`config.mk`:
```
export PLATFORM = sky130hd
export DESIGN_NAME = audio_fmt_tx
export DESIGN_NICKNAME = d
export VERILOG_FILES = /design/src/rtl/audio_fmt_tx_pkg.sv /design/src/rtl/sclk_event_detect.sv /design/src/rtl/ratio_tracker.sv /design/src/rtl/frame_store.sv /design/src/rtl/slot_serializer.sv /design/src/rtl/audio_fmt_tx.sv
export SDC_FILE = /design/constraint.sdc
export NUM_CORES = 1
export LEC_CHECK = 0
export BUFFER_PORTS_ARGS = -buffer_cell sky130_fd_sc_hd__buf_2
export CAP_MARGIN = 0
export CORE_MARGIN = 2
export CORE_UTILIZATION = 39
export DETAILED_ROUTE_END_ITERATION = 7
export HOLD_SLACK_MARGIN = 0.03
export SYNTH_ARGS = -nofsm -noshare
export SYNTH_HDL_FRONTEND = slang
export SYNTH_HIERARCHICAL = 1
export SYNTH_SLANG_ARGS = --single-unit
```
`constraint.sdc`:
```
create_clock -name clk -period 6.2 [get_ports clk]
set_input_delay 0.31 -clock clk [delete_from_list [all_inputs] [get_ports clk]]
set_output_delay 0.31 -clock clk [all_outputs]
set_load 0.005 [all_outputs]
```
`src/rtl/audio_fmt_tx_pkg.sv`:
```
package audio_fmt_tx_pkg;

    typedef enum logic [1:0] {
        LK_IDLE    = 2'd0,
        LK_MEASURE = 2'd1,
        LK_LOCKED  = 2'd2
    } lock_state_t;

    localparam logic [1:0] FMT_I2S = 2'd3;

    // Frame-clock level that marks the left half-frame for a format code.
    function automatic logic left_level(input logic [1:0] fmt);
        return (fmt == FMT_I2S) ? 1'b0 : 1'b1;
    endfunction

endpackage

```
`src/rtl/sclk_event_detect.sv`:
```
module sclk_event_detect (
    input  logic clk,
    input  logic rst_n,
    input  logic sclk,
    input  logic lrck,
    output logic tick,
    output logic boundary
);

    logic sclk_q;
    logic lr_last_q;

    always_ff @(posedge clk) begin
        if (!rst_n) begin
            sclk_q    <= 1'b0;
            lr_last_q <= 1'b0;
        end else begin
            sclk_q <= sclk;
            if (tick) begin
                lr_last_q <= lrck;
            end
        end
    end

    always_comb begin
        tick     = sclk_q & ~sclk;
        boundary = tick & (lrck != lr_last_q);
    end

endmodule

```
`src/rtl/ratio_tracker.sv`:
```
module ratio_tracker
    import audio_fmt_tx_pkg::*;
#(
    parameter int CNT_W   = 6,
    parameter int SLOTS_A = 16,
    parameter int SLOTS_B = 20,
    parameter int SLOTS_C = 32
) (
    input  logic              clk,
    input  logic              rst_n,
    input  logic              tick,
    input  logic              boundary,
    output lock_state_t       state_q,
    output lock_state_t       state_n,
    output logic [CNT_W-1:0]  slot_q,
    output logic [CNT_W-1:0]  slot_n,
    output logic [CNT_W:0]    ratio_q
);

    localparam logic [CNT_W-1:0] SLOT_MAX = {CNT_W{1'b1}};
    localparam logic [CNT_W:0]   LEN_A    = (CNT_W+1)'(SLOTS_A);
    localparam logic [CNT_W:0]   LEN_B    = (CNT_W+1)'(SLOTS_B);
    localparam logic [CNT_W:0]   LEN_C    = (CNT_W+1)'(SLOTS_C);

    logic [CNT_W:0] len_meas;
    logic           len_ok;
    logic [CNT_W:0] ratio_n;

    // State register process
    always_ff @(posedge clk) begin
        if (!rst_n) begin
            state_q <= LK_IDLE;
            slot_q  <= '0;
            ratio_q <= '0;
        end else begin
            state_q <= state_n;
            slot_q  <= slot_n;
            ratio_q <= ratio_n;
        end
    end

    always_comb begin
        len_meas = {1'b0, slot_q} + 1'b1;
        len_ok   = (len_meas == LEN_A) || (len_meas == LEN_B) || (len_meas == LEN_C);
    end

    // Next-state process
    always_comb begin
        state_n = state_q;
        ratio_n = ratio_q;
        if (boundary) begin
            unique case (state_q)
                LK_IDLE: begin
                    state_n = LK_MEASURE;
                end
                LK_MEASURE: begin
                    if (len_ok) begin
                        state_n = LK_LOCKED;
                        ratio_n = len_meas;
                    end
                end
                LK_LOCKED: begin
                    if (len_meas != ratio_q) begin
                        state_n = LK_MEASURE;
                    end
                end
                default: begin
                    state_n = LK_IDLE;
                end
            endcase
        end
    end

    // Slot position process
    always_comb begin
        slot_n = slot_q;
        if (tick) begin
            if (boundary) begin
                slot_n = '0;
            end else if (slot_q != SLOT_MAX) begin
                slot_n = slot_q + 1'b1;
            end
        end
    end

endmodule

```
`src/rtl/frame_store.sv`:
```
module frame_store #(
    parameter int DATA_W = 20
) (
    input  logic              clk,
    input  logic              rst_n,
    input  logic              load,
    input  logic [DATA_W-1:0] left_in,
    input  logic [DATA_W-1:0] right_in,
    input  logic              capture,
    output logic [DATA_W-1:0] word_l_n,
    output logic [DATA_W-1:0] word_r_n
);

    logic [DATA_W-1:0] hold_l_q, hold_r_q;
    logic [DATA_W-1:0] frm_l_q, frm_r_q;

    always_ff @(posedge clk) begin
        if (!rst_n) begin
            hold_l_q <= '0;
            hold_r_q <= '0;
            frm_l_q  <= '0;
            frm_r_q  <= '0;
        end else begin
            if (load) begin
                hold_l_q <= left_in;
                hold_r_q <= right_in;
            end
            frm_l_q <= word_l_n;
            frm_r_q <= word_r_n;
        end
    end

    always_comb begin
        word_l_n = capture ? hold_l_q : frm_l_q;
        word_r_n = capture ? hold_r_q : frm_r_q;
    end

endmodule

```
`src/rtl/slot_serializer.sv`:
```
module slot_serializer
    import audio_fmt_tx_pkg::*;
#(
    parameter int DATA_W = 20,
    parameter int CNT_W  = 6
) (
    input  logic              clk,
    input  logic              rst_n,
    input  logic              tick,
    input  logic [1:0]        fmt,
    input  logic              is_left,
    input  logic              live_n,
    input  logic [CNT_W-1:0]  slot_n,
    input  logic [DATA_W-1:0] word_l,
    input  logic [DATA_W-1:0] word_r,
    output logic              sdata
);

    logic [DATA_W-1:0] word_sel;
    logic [DATA_W-1:0] word_sh;
    logic [CNT_W-1:0]  data_pos;
    logic              delayed;
    logic              bit_n;

    always_comb begin
        delayed  = (fmt == FMT_I2S);
        word_sel = is_left ? word_l : word_r;
        data_pos = slot_n - CNT_W'(delayed);
        word_sh  = word_sel << data_pos;
        if (!live_n) begin
            bit_n = 1'b0;
        end else if (delayed && (slot_n == '0)) begin
            bit_n = 1'b0;
        end else begin
            bit_n = word_sh[DATA_W-1];
        end
    end

    always_ff @(posedge clk) begin
        if (!rst_n) begin
            sdata <= 1'b0;
        end else if (tick) begin
            sdata <= bit_n;
        end
    end

endmodule

```
`src/rtl/audio_fmt_tx.sv`:
```
module audio_fmt_tx
    import audio_fmt_tx_pkg::*;
#(
    parameter int DATA_W  = 20,
    parameter int CNT_W   = 6,
    parameter int SLOTS_A = 16,
    parameter int SLOTS_B = 20,
    parameter int SLOTS_C = 32
) (
    input  logic              clk,
    input  logic              rst_n,
    input  logic              sclk,
    input  logic              lrck,
    input  logic [1:0]        fmt_sel,
    input  logic [DATA_W-1:0] smp_left,
    input  logic [DATA_W-1:0] smp_right,
    input  logic              smp_load,
    output logic              sdata
);

    logic              tick;
    logic              boundary;
    lock_state_t       lk_state;
    lock_state_t       lk_state_n;
    logic [CNT_W-1:0]  slot_q;
    logic [CNT_W-1:0]  slot_n;
    logic [CNT_W:0]    ratio_q;
    logic              is_left;
    logic              capture;
    logic [DATA_W-1:0] word_l;
    logic [DATA_W-1:0] word_r;

    always_comb begin
        is_left = (lrck == left_level(fmt_sel));
        capture = boundary & is_left;
    end

    sclk_event_detect u_evt (
        .clk      (clk),
        .rst_n    (rst_n),
        .sclk     (sclk),
        .lrck     (lrck),
        .tick     (tick),
        .boundary (boundary)
    );

    ratio_tracker #(
        .CNT_W   (CNT_W),
        .SLOTS_A (SLOTS_A),
        .SLOTS_B (SLOTS_B),
        .SLOTS_C (SLOTS_C)
    ) u_trk (
        .clk      (clk),
        .rst_n    (rst_n),
        .tick     (tick),
        .boundary (boundary),
        .state_q  (lk_state),
        .state_n  (lk_state_n),
        .slot_q   (slot_q),
        .slot_n   (slot_n),
        .ratio_q  (ratio_q)
    );

    frame_store #(
        .DATA_W (DATA_W)
    ) u_frm (
        .clk      (clk),
        .rst_n    (rst_n),
        .load     (smp_load),
        .left_in  (smp_left),
        .right_in (smp_right),
        .capture  (capture),
        .word_l_n (word_l),
        .word_r_n (word_r)
    );

    slot_serializer #(
        .DATA_W (DATA_W),
        .CNT_W  (CNT_W)
    ) u_ser (
        .clk     (clk),
        .rst_n   (rst_n),
        .tick    (tick),
        .fmt     (fmt_sel),
        .is_left (is_left),
        .live_n  (lk_state_n == LK_LOCKED),
        .slot_n  (slot_n),
        .word_l  (word_l),
        .word_r  (word_r),
        .sdata   (sdata)
    );

endmodule

```
==> results of run 1 <==
## path summary, 6_finish.rpt
check,startpoint,to,cells after the start
max,u_trk/slot_q[0]$_SDFF_PN0_,u_ser/sdata$_SDFFE_PN0P_,12
min,sclk,u_evt/sclk_q$_SDFF_PN0_,2
max reg2reg,u_trk/slot_q[0]$_SDFF_PN0_,u_ser/sdata$_SDFFE_PN0P_,12
min reg2reg,u_evt/lr_last_q$_SDFFE_PN0P_,u_evt/lr_last_q$_SDFFE_PN0P_,2
## placed cells by master, fill, tap and decap left out, types with 6 or more instances in the layout
cell type	synthesis	final
o21ai_1	6	6
nor2_1	6	6
xnor2_1	7	6
mux2i_1	50	49
nand2_1	12	12
nand3_1	7	7
clkbuf_16	0	9
nor2b_1	43	43
a21oi_1	13	13
mux2_4	41	41
and2_1	49	49
xor2_1	6	6
a31oi_1	6	6
buf_2	1	47
dfxtp_1	98	98
inv_1	8	8
## registers in the layout, indices dropped and copies added, names as in the netlist
| name | count |
|---|---|
| u_ser/sdata | 1 |
| u_evt/lr_last_q | 1 |
| u_frm/frm_r_q | 20 |
| u_evt/sclk_q | 1 |
| u_frm/frm_l_q | 20 |
| u_trk/ratio_q | 7 |
| u_trk/slot_q | 6 |
| u_frm/hold_r_q | 20 |
| u_frm/hold_l_q | 20 |
| u_trk/state_q | 2 |
## cell families (layout without fill, tap and decap cells)
group / count (synthesis) / after routing / synth area share [%]
XOR/XNOR: 13 / 13 / 2.253
AO/OA/AOI/OAI: 58 / 58 / 8.889
buffers and inverters: 37 / 73 / 4.704
multiplexers: 100 / 100 / 25.58
flip-flops: 98 / 98 / 38.82
AND/OR/NAND/NOR: 152 / 152 / 18.77
adder cells (fa/ha/maj): 4 / 4 / 0.9904
## metrics by stage
| step | std cells | setup slack [ns] | total power, W |
|---|---|---|---|
| 2_1_floorplan | 462 | 3.201 | 0.0007575 |
| 3_3_place_gp | 655 | 2.233 | 0.0007873 |
| 3_5_place_dp | 655 | 2.115 | 0.0007903 |
| 4_1_cts | 670 | 2.205 | 0.001318 |
| 5_1_grt | 670 | 1.886 | 0.001355 |
| 6_report | 670 | 2.210 | 0.001298 |
## cell type report
cell class              instances  area (um2)  share of cell area, %
flip-flops and latches         98        1962                  34.94
clock buffers                  11       252.7                  4.501
repair buffers                 49       250.2                  4.456
clock inverters                 4       27.53                 0.4902
well taps                     172       215.2                  3.832
inverters                       9       33.78                 0.6016
multi-input cells             327        2874                  51.18
## worst reg2reg max path, delay by kind of cell, from the launching register on
family	cells	cell delay, ns
adders and majority gates	2	1.11
DFF	1	0.57
muxes	2	0.92
and+or+nand+nor	3	0.48
AOI/OAI and AO/OA	4	0.72
buffers and inverters	1	0.07
## power groups by stage
stage,clock [W],sequential (W),combinational (W)
after floorplan,0,0.000668,0.0000890
after global placement,0,0.000675,0.000113
after detailed placement,0,0.000675,0.000115
after CTS,0.000541,0.000661,0.000116
after global routing,0.000565,0.000662,0.000127
final,0.000523,0.000660,0.000114
## per-layer routing
metal | vias up | GRT usage (%) | wire [um]
li1 | 1695 | - | -
met1 | 1595 | 19.42 | 4767
met2 | 54 | 24.02 | 4631
met3 | 7 | 3.343 | 341
met4 | 0 | 4.744 | 97
met5 | - | 0 | 0
==> qor.csv, run 1 <==
metric;value;unit
gp_congestion;0.8249;
tns;0;ns
place_area;5335;um2
grt_pass1_wl;16790;um
coreArea;12620;um2
clock_skew;0.006248;ns
synth_ff_type;dfxtp_1;
die_y;117.8;um
path_class;flop to flop;
routed_wl;9837;um
dpl.hpwl;6822;um
vias;3351;
p_switching;0.0003001;W
critPathBufInv;1;
grt_max_degree;96;
reg2reg_slack;2.21;ns
cp_top_family;adder cells;
cts_setup_buffers;0;
worst_slew_pin_slew;1.159;ns
yosysTopAreaCell;dfxtp_1;
fin_crit;3.990;ns
crit_required;6.43;ns
syn_area_per_cell;10.94;um2
drt_pass1_iterations;4;
worstPathArrival;4.22;ns
start_kind;flop;
max-slew-margin-rel;22.73;%
p_leak;2.335;nW
syn2layout_area_growth;11.12;%
drcViolationCount;0;
start_util;40.05;%
wire_per_inst;14.68;um
cts_max_level;3;
antenna_found_initial;0;
fp.dieArea;13880;um2
worst_path_largest_cell_delay;0.65;ns
fin_area;5615;um2
synth_commonest_cells;dfxtp_1 (98), mux2i_1 (50), and2_1 (49);
comb_power_share;8.8;%
yosysSeqAreaShare;38.82;%
layout-drive-gt1-share;26.71;%
drv_cap;0;
path_cells;ha_1, nand2_1, o211ai_1, nor2_1, a21o_1, inv_1, ha_1, mux4_1, mux2_2, and3_1, a311oi_2, o31ai_1;
yosysMostFrequentCell;dfxtp_1;
grt_pass1_vias;3342;
power_density;231.1;nW/um2
path_max_fanout;15;
cts_tree;yes;
synth_edf_count;0;
p_sw_share;23.12;%
ios;48;
clkTransAtPathRegs;0.07;ns
rsz0062_at_grt;false;
finalSetupViolations;0;
worst_hold_slack;0.2270;ns
async_flop_share;0;%
clk_path_buf_depth;2;
cp_slowest_cell;mux4_1;
rows;41;
final_util;44.50;%
end_kind;flop;
synth_area_leaders;dfxtp_1 (39%), mux2_4 (12%), mux2i_1 (9.9%);
n_fill_cell;1210;
ant_nets;0;
synth_top_area_share;38.82;%
syn_nets;513;
path_common_cell;ha_1;
finalCritPeriodShare;64.35;%
via_per_inst;5.001;
p_clk_share;40.3;%
cts_root_buf;clkbuf_16;
die_w;117.8;um
io_buffers;47;
run_status;finished clean;
antenna_cells;0;
min_path_type;primary input to flop;
grt-ovfl-total;0;
hold_violations;0;
syn_area;5054;um2
track_usage;14.77;%
ir_drop;0.1821;mV
numCtsBuffers;9;
internal_power;0.0009977;W
syn_inst;462;
cts_resized;0;
drv_slew;0;
ys_ff_latch;98;
cts_sinks;98;
nets;545;
yosys_warnings;6;
synth_cell_type_count;66;
p_seq_share;50.9;%
fmax;0.2507;GHz
clock_latency;0.34;ns
postCtsHoldBufs;0;
drtIter0Drc;152;
(Power assumes the default switching activity.)
==> run 2, diff against run 1 <==
==> constraint.sdc (replaced) <==
create_clock -name clk -period 4.1 [get_ports clk]
set_input_delay 0.205 -clock clk [delete_from_list [all_inputs] [get_ports clk]]
set_output_delay 0.205 -clock clk [all_outputs]
set_load 0.005 [all_outputs]
==> run 2 against run 1 <==
  * Combinational power up 54%
  * Register-to-register slack got worse by 1.9 ns
  * Sequential share of layout area is 0.29 points lower
  * Core utilization increased by 0.38 points
  * Flip-flop and latch count unchanged
  * Critical path depth is 1 higher
  * Wire length up 0.78%
  * Critical path type unchanged
  * Sequential power is 51% higher
  * Hold slack worse by 0.13 ns
  * Non-clock buffer count is 4 higher
  * Total power is 53% higher
  * Critical endpoint unchanged
  * Worst setup slack worse by 1.9 ns
  * Highest routed layer unchanged
==> qor.csv, run 2 (synthesis gave the netlist of run 1 again) <==
metric;value;unit;change
tns;0;ns;unchanged
place_ws;0.4125;ns;was 2.115 ns
ios;48;;unchanged
cp-startpoint;u_trk/slot_q[0]$_SDFF_PN0_;;unchanged
wire_per_inst;14.69;um;was 14.68 um
ir_drop;0.2628;mV;was 0.1821 mV
end_kind;flop;;unchanged
vias;3362;;was 3,351
numCtsBuffers;9;;unchanged
run_status;finished clean;;unchanged
layout-drive-gt1-share;27.44;%;was 26.71%
track_usage;15.16;%;was 14.77%
fmax;0.2666;GHz;was 0.2507 GHz
worst_path_largest_cell_delay;0.59;ns;was 0.65 ns
grt_pass1_wl;16990;um;was 16,790 um
regArea;1962;um2;unchanged
cp_slowest_cell;ha_1;;was mux4_1
layout_commonest_cell;dfxtp_1;;unchanged
drtIter0Drc;169;;was 152
postCtsHoldBufs;0;;unchanged
clk_path_buf_depth;2;;unchanged
routed_wl;9914;um;was 9837 um
fin_crit;3.751;ns;was 3.990 ns
nets;549;;was 545
path_cells;ha_1, nand2_1, o211ai_1, nor2_1, a21o_1, inv_1, ha_1, ha_1, xor2_1, mux2_2, and3_1, a311oi_2, o31ai_1;;was ha_1, nand2_1, o211ai_1, nor2_1, a21o_1, inv_1, ha_1, mux4_1, mux2_2, and3_1, a311oi_2, o31ai_1
clock_latency;0.35;ns;was 0.34 ns
drcViolationCount;0;;unchanged
path_class;flop to flop;;unchanged
grt_pass1_vias;3384;;was 3,342
critPathBufInv;1;;unchanged
cp_top_family;adder cells;;unchanged
multi_input_area;2874;um2;unchanged
worst_slew_pin_slew;1.158;ns;was 1.159 ns
finalCritPeriodShare;91.48;%;was 64.35%
start_util;40.05;%;unchanged
rows;41;;unchanged
antenna_found_initial;0;;unchanged
drv_cap;0;;unchanged
coreArea;12620;um2;unchanged
ant_nets;0;;unchanged
rsz0062_at_grt;false;;unchanged
grt_max_degree;41;;was 96
setup_slack;0.3492;ns;was 2.210 ns
clkTransAtPathRegs;0.07;ns;about the same
path_common_cell;ha_1;;unchanged
via_per_inst;4.981;;was 5.001
n_fill_cell;1223;;was 1,210
p_leak;2.369;nW;was 2.335 nW
cts_root_buf;clkbuf_16;;unchanged
hold_start;sclk;;unchanged
fp.dieArea;13880;um2;unchanged
drv_slew;0;;unchanged
die_y;117.8;um;unchanged
finalSetupViolations;0;;unchanged
cts_resized;0;;unchanged
r2r_start;u_trk/slot_q[0]$_SDFF_PN0_;;unchanged
crit_required;4.34;ns;was 6.43 ns
clock_skew;0.008526;ns;was 0.006248 ns
final_cell_mix;dfxtp_1 (98), and2_1 (49), mux2i_1 (49);;unchanged
cts_max_level;3;;unchanged
gp_congestion;0.8578;;was 0.8249
power;0.001983;W;was 0.001298 W
grt-ovfl-total;0;;unchanged
dpl.hpwl;7033;um;was 6822 um
start_kind;flop;;unchanged
min_path_type;primary input to flop;;unchanged
antenna_cells;0;;unchanged
path_max_fanout;14;;was 15
drt_pass1_iterations;4;;unchanged
power_density;350.1;nW/um2;was 231.1 nW/um2
max-slew-margin-rel;22.78;%;was 22.73%
worstPathArrival;3.99;ns;was 4.22 ns
hold_violations;0;;unchanged
cts_tree;yes;;unchanged
syn2layout_area_growth;12.06;%;was 11.12%
cts_setup_buffers;0;;unchanged
die_w;117.8;um;unchanged
cts_sinks;98;;unchanged
io_buffers;47;;unchanged
-- run 2: power by group --
group | switching (W) | leakage (nW) | internal, W
clock network | 0.000376 | 0.141 | 0.000434
registers | 0.0000178 | 0.798 | 0.000979
logic | 0.0000838 | 1.43 | 0.0000922
total | 0.000477 | 2.37 | 0.00151
-- run 2: cell type report --
type,instances,share of cell area [%]
clock inverters,6,0.8175
inverters,9,0.5966
multi-input cells,327,50.75
repair buffers,53,5.170
clock buffers,10,4.220
flip-flops and latches,98,34.64
well taps,172,3.800
-- run 2: final timing paths --
path	end	slack, ns	depth (start not counted)
max reg2reg	u_ser/sdata$_SDFFE_PN0P_	0.35	13
min	u_evt/sclk_q$_SDFF_PN0_	0.1	2
min reg2reg	u_evt/lr_last_q$_SDFFE_PN0P_	0.49	2
max	u_ser/sdata$_SDFFE_PN0P_	0.35	13
-- run 2: worst register-to-register path, stage by stage, from the launching register on --
cell and delay, ns:
dfxtp_1 0.56, ha_1 0.60, nand2_1 0.24, o211ai_1 0.30, nor2_1 0.07, a21o_1 0.17, inv_1 0.07, ha_1 0.20
ha_1 0.19, xor2_1 0.41, mux2_2 0.39, and3_1 0.18, a311oi_2 0.18, o31ai_1 0.08
-- run 2: through the flow --
step | std cells | utilization, % | area [um2] | hold slack [ns]
finish | 675 | 44.87 | 5663 | 0.09864
global placement | 659 | 42.61 | 5378 | 0.4576
detailed placement | 659 | 42.61 | 5378 | 0.4673
floorplan | 462 | - | 5054 | 0.3267
CTS | 675 | 44.87 | 5663 | 0.09023
global route | 675 | 44.87 | 5663 | 0.1067
-- run 2: per-layer routing --
metal | GRT usage, % | wire length, um | vias up
met1 | 19.38 | 4772 | 1602
met3 | 4.651 | 335 | 10
met2 | 24.31 | 4664 | 59
met5 | 0 | 0 | -
li1 | - | - | 1691
met4 | 5.120 | 142 | 0
==> run 3, diff against run 2 <==
--- a/config.mk
+++ b/config.mk
@@ -11,6 +11,7 @@
 export CORE_UTILIZATION = 39
 export DETAILED_ROUTE_END_ITERATION = 7
 export HOLD_SLACK_MARGIN = 0.03
+export SLEW_MARGIN = 20
 export SYNTH_ARGS = -nofsm -noshare
 export SYNTH_HDL_FRONTEND = slang
 export SYNTH_HIERARCHICAL = 1
==> constraint.sdc (replaced) <==
create_clock -name clk -period 4.1 [get_ports clk]
set_input_delay 0.41 -clock clk [delete_from_list [all_inputs] [get_ports clk]]
set_output_delay 0.41 -clock clk [all_outputs]
set_load 0.005 [all_outputs]
==> run 3 against run 2 <==
  * Die area is the same
  * Count of clock-buffer cells in the layout stayed put
  * Wire length is 0.33% higher
  * Non-clock buffer count is the same
  * Highest routed layer unchanged
  * Register-to-register slack gained 0.32 ns
  * Flip-flop and latch count stayed put
==> qor.csv, run 3 (synthesis gave the netlist of run 1 again) <==
metric;value;unit;change
power;0.002068;W;was 0.001983 W
path_class;flop to flop;;unchanged
fmax;0.2914;GHz;was 0.2666 GHz
rows;41;;unchanged
power_density;362.9;nW/um2;was 350.1 nW/um2
finalSetupViolations;0;;unchanged
grt_pass1_vias;3354;;was 3,384
die_y;117.8;um;unchanged
crit_required;4.33;ns;was 4.34 ns
coreArea;12620;um2;unchanged
start_kind;flop;;unchanged
start_util;40.05;%;unchanged
dr_wl_met2;4573;um;was 4664 um
layout_commonest_cell;dfxtp_1;;unchanged
clock_latency;0.34;ns;was 0.35 ns
run_status;finished clean;;unchanged
clkTransAtPathRegs;0.07;ns;about the same
fp.dieArea;13880;um2;unchanged
cts_sinks;98;;unchanged
clock_skew;0.006235;ns;was 0.008526 ns
cts_max_level;3;;unchanged
routed_wl;9947;um;was 9914 um
final_cell_mix;dfxtp_1 (98), and2_1 (49), mux2i_1 (49);;unchanged
reg2reg_slack;0.67;ns;was 0.35 ns
drt_pass1_iterations;4;;unchanged
rr_endpoint;u_ser/sdata$_SDFFE_PN0P_;;unchanged
via_per_inst;4.976;;was 4.981
vias;3354;;was 3,362
path_max_fanout;14;;unchanged
worst_slew_pin_slew;0.7368;ns;was 1.158 ns
wl_met1;4916;um;was 4772 um
tns;0;ns;unchanged
p_leak;2.388;nW;was 2.369 nW
wl_met3;309;um;was 335 um
antenna_found_initial;0;;unchanged
end_kind;flop;;unchanged
r2r_start;u_trk/slot_q[5]$_SDFF_PN0_;;was u_trk/slot_q[0]$_SDFF_PN0_
ant_nets;0;;unchanged
nets;549;;unchanged
wire_per_inst;14.76;um;was 14.69 um
die_w;117.8;um;unchanged
fin_crit;3.432;ns;was 3.751 ns
cts_setup_buffers;0;;unchanged
drv_slew;0;;unchanged
track_usage;14.98;%;was 15.16%
postCtsHoldBufs;0;;unchanged
numCtsBuffers;9;;unchanged
rsz0062_at_grt;false;;unchanged
min_path_type;primary input to flop;;unchanged
antenna_cells;0;;unchanged
drv_cap;0;;unchanged
grt_max_degree;61;;was 41
cts_tree;yes;;unchanged
io_buffers;47;;unchanged
r2r_cells;12;;was 13
grt-ovfl-total;0;;unchanged
top_layer_used;met4;;unchanged
layout-drive-gt1-share;27.29;%;was 27.44%
gp_congestion;0.8386;;was 0.8578
grt_pass1_wl;16940;um;was 16,990 um
syn2layout_area_growth;12.75;%;was 12.06%
cts_root_buf;clkbuf_16;;unchanged
clk_path_buf_depth;2;;unchanged
ios;48;;unchanged
cp-startpoint;u_trk/slot_q[5]$_SDFF_PN0_;;was u_trk/slot_q[0]$_SDFF_PN0_
drtIter0Drc;154;;was 169
worstPathArrival;3.66;ns;was 3.99 ns
dpl.hpwl;6946;um;was 7033 um
drcViolationCount;0;;unchanged
endpoint;u_ser/sdata$_SDFFE_PN0P_;;unchanged
finalCritPeriodShare;83.71;%;was 91.48%
cts_resized;0;;unchanged
hold_violations;0;;unchanged
ir_drop;0.2349;mV;was 0.2628 mV
max-slew-margin-rel;50.64;%;was 22.78%
[run 3: area by class of cell]
cell class	count	area, um2
clock buffers	10	239.0
clock inverters	5	78.83
inverters	9	33.78
multi-input cells	327	2874
fillers	1229	6922
well taps	172	215.2
repair buffers	53	295.3
flip-flops and latches	98	1962
[run 3: critical path: stages (launching register included)]
cell	delay [ns]
dfxtp_1	0.73
and3_1	0.34
nand3_1	0.13
o21ai_0	0.20
a21o_1	0.15
inv_1	0.06
ha_1	0.23
ha_1	0.49
mux2_2	0.38
o22a_1	0.19
o22a_1	0.18
a31oi_1	0.15
o31ai_1	0.09
[run 3: how the worst min path moves through the flow]
stage / slack, ns / from / end / depth (start not counted)
finish: 0.32 / smp_right[17] / u_frm/hold_r_q[17]$_SDFFE_PN0P_ / 3
global route: 0.31 / smp_left[3] / u_frm/hold_l_q[3]$_SDFFE_PN0P_ / 3
CTS: 0.31 / sclk / u_evt/sclk_q$_SDFF_PN0_ / 2
detailed placement: 0.48 / u_evt/lr_last_q$_SDFFE_PN0P_ / u_evt/lr_last_q$_SDFFE_PN0P_ / 2
global placement: 0.46 / u_evt/lr_last_q$_SDFFE_PN0P_ / u_evt/lr_last_q$_SDFFE_PN0P_ / 2
floorplan: 0.45 / u_evt/lr_last_q$_SDFFE_PN0P_ / u_evt/lr_last_q$_SDFFE_PN0P_ / 2
[run 3: routing by layer]
layer | vias up | GRT usage, %
met5 | - | 0
met4 | 0 | 5.422
met3 | 9 | 2.810
met2 | 55 | 23.33
met1 | 1596 | 20.69
li1 | 1694 | -
[run 3: power by group]
| group | internal [W] | switching (W) | leakage (nW) |
|---|---|---|---|
| Sequential | 0.000980 | 0.0000187 | 0.798 |
| Combinational | 0.0000918 | 0.0000835 | 1.43 |
| Clock | 0.000546 | 0.000348 | 0.158 |
[run 3: per-stage QoR]
| step | std cells | setup slack [ns] | cell area, um2 | hold WS, ns | utilization, % |
|---|---|---|---|---|---|
| after floorplan | 462 | 1.014 | 5054 | 0.4465 | - |
| after global placement | 659 | 0.6023 | 5378 | 0.4583 | 42.61 |
| after detailed placement | 659 | 0.5000 | 5378 | 0.4798 | 42.61 |
| after CTS | 674 | 0.6828 | 5695 | 0.3107 | 45.13 |
| after global routing | 674 | 0.4512 | 5698 | 0.3131 | 45.15 |
| final | 674 | 0.6678 | 5698 | 0.3249 | 45.15 |
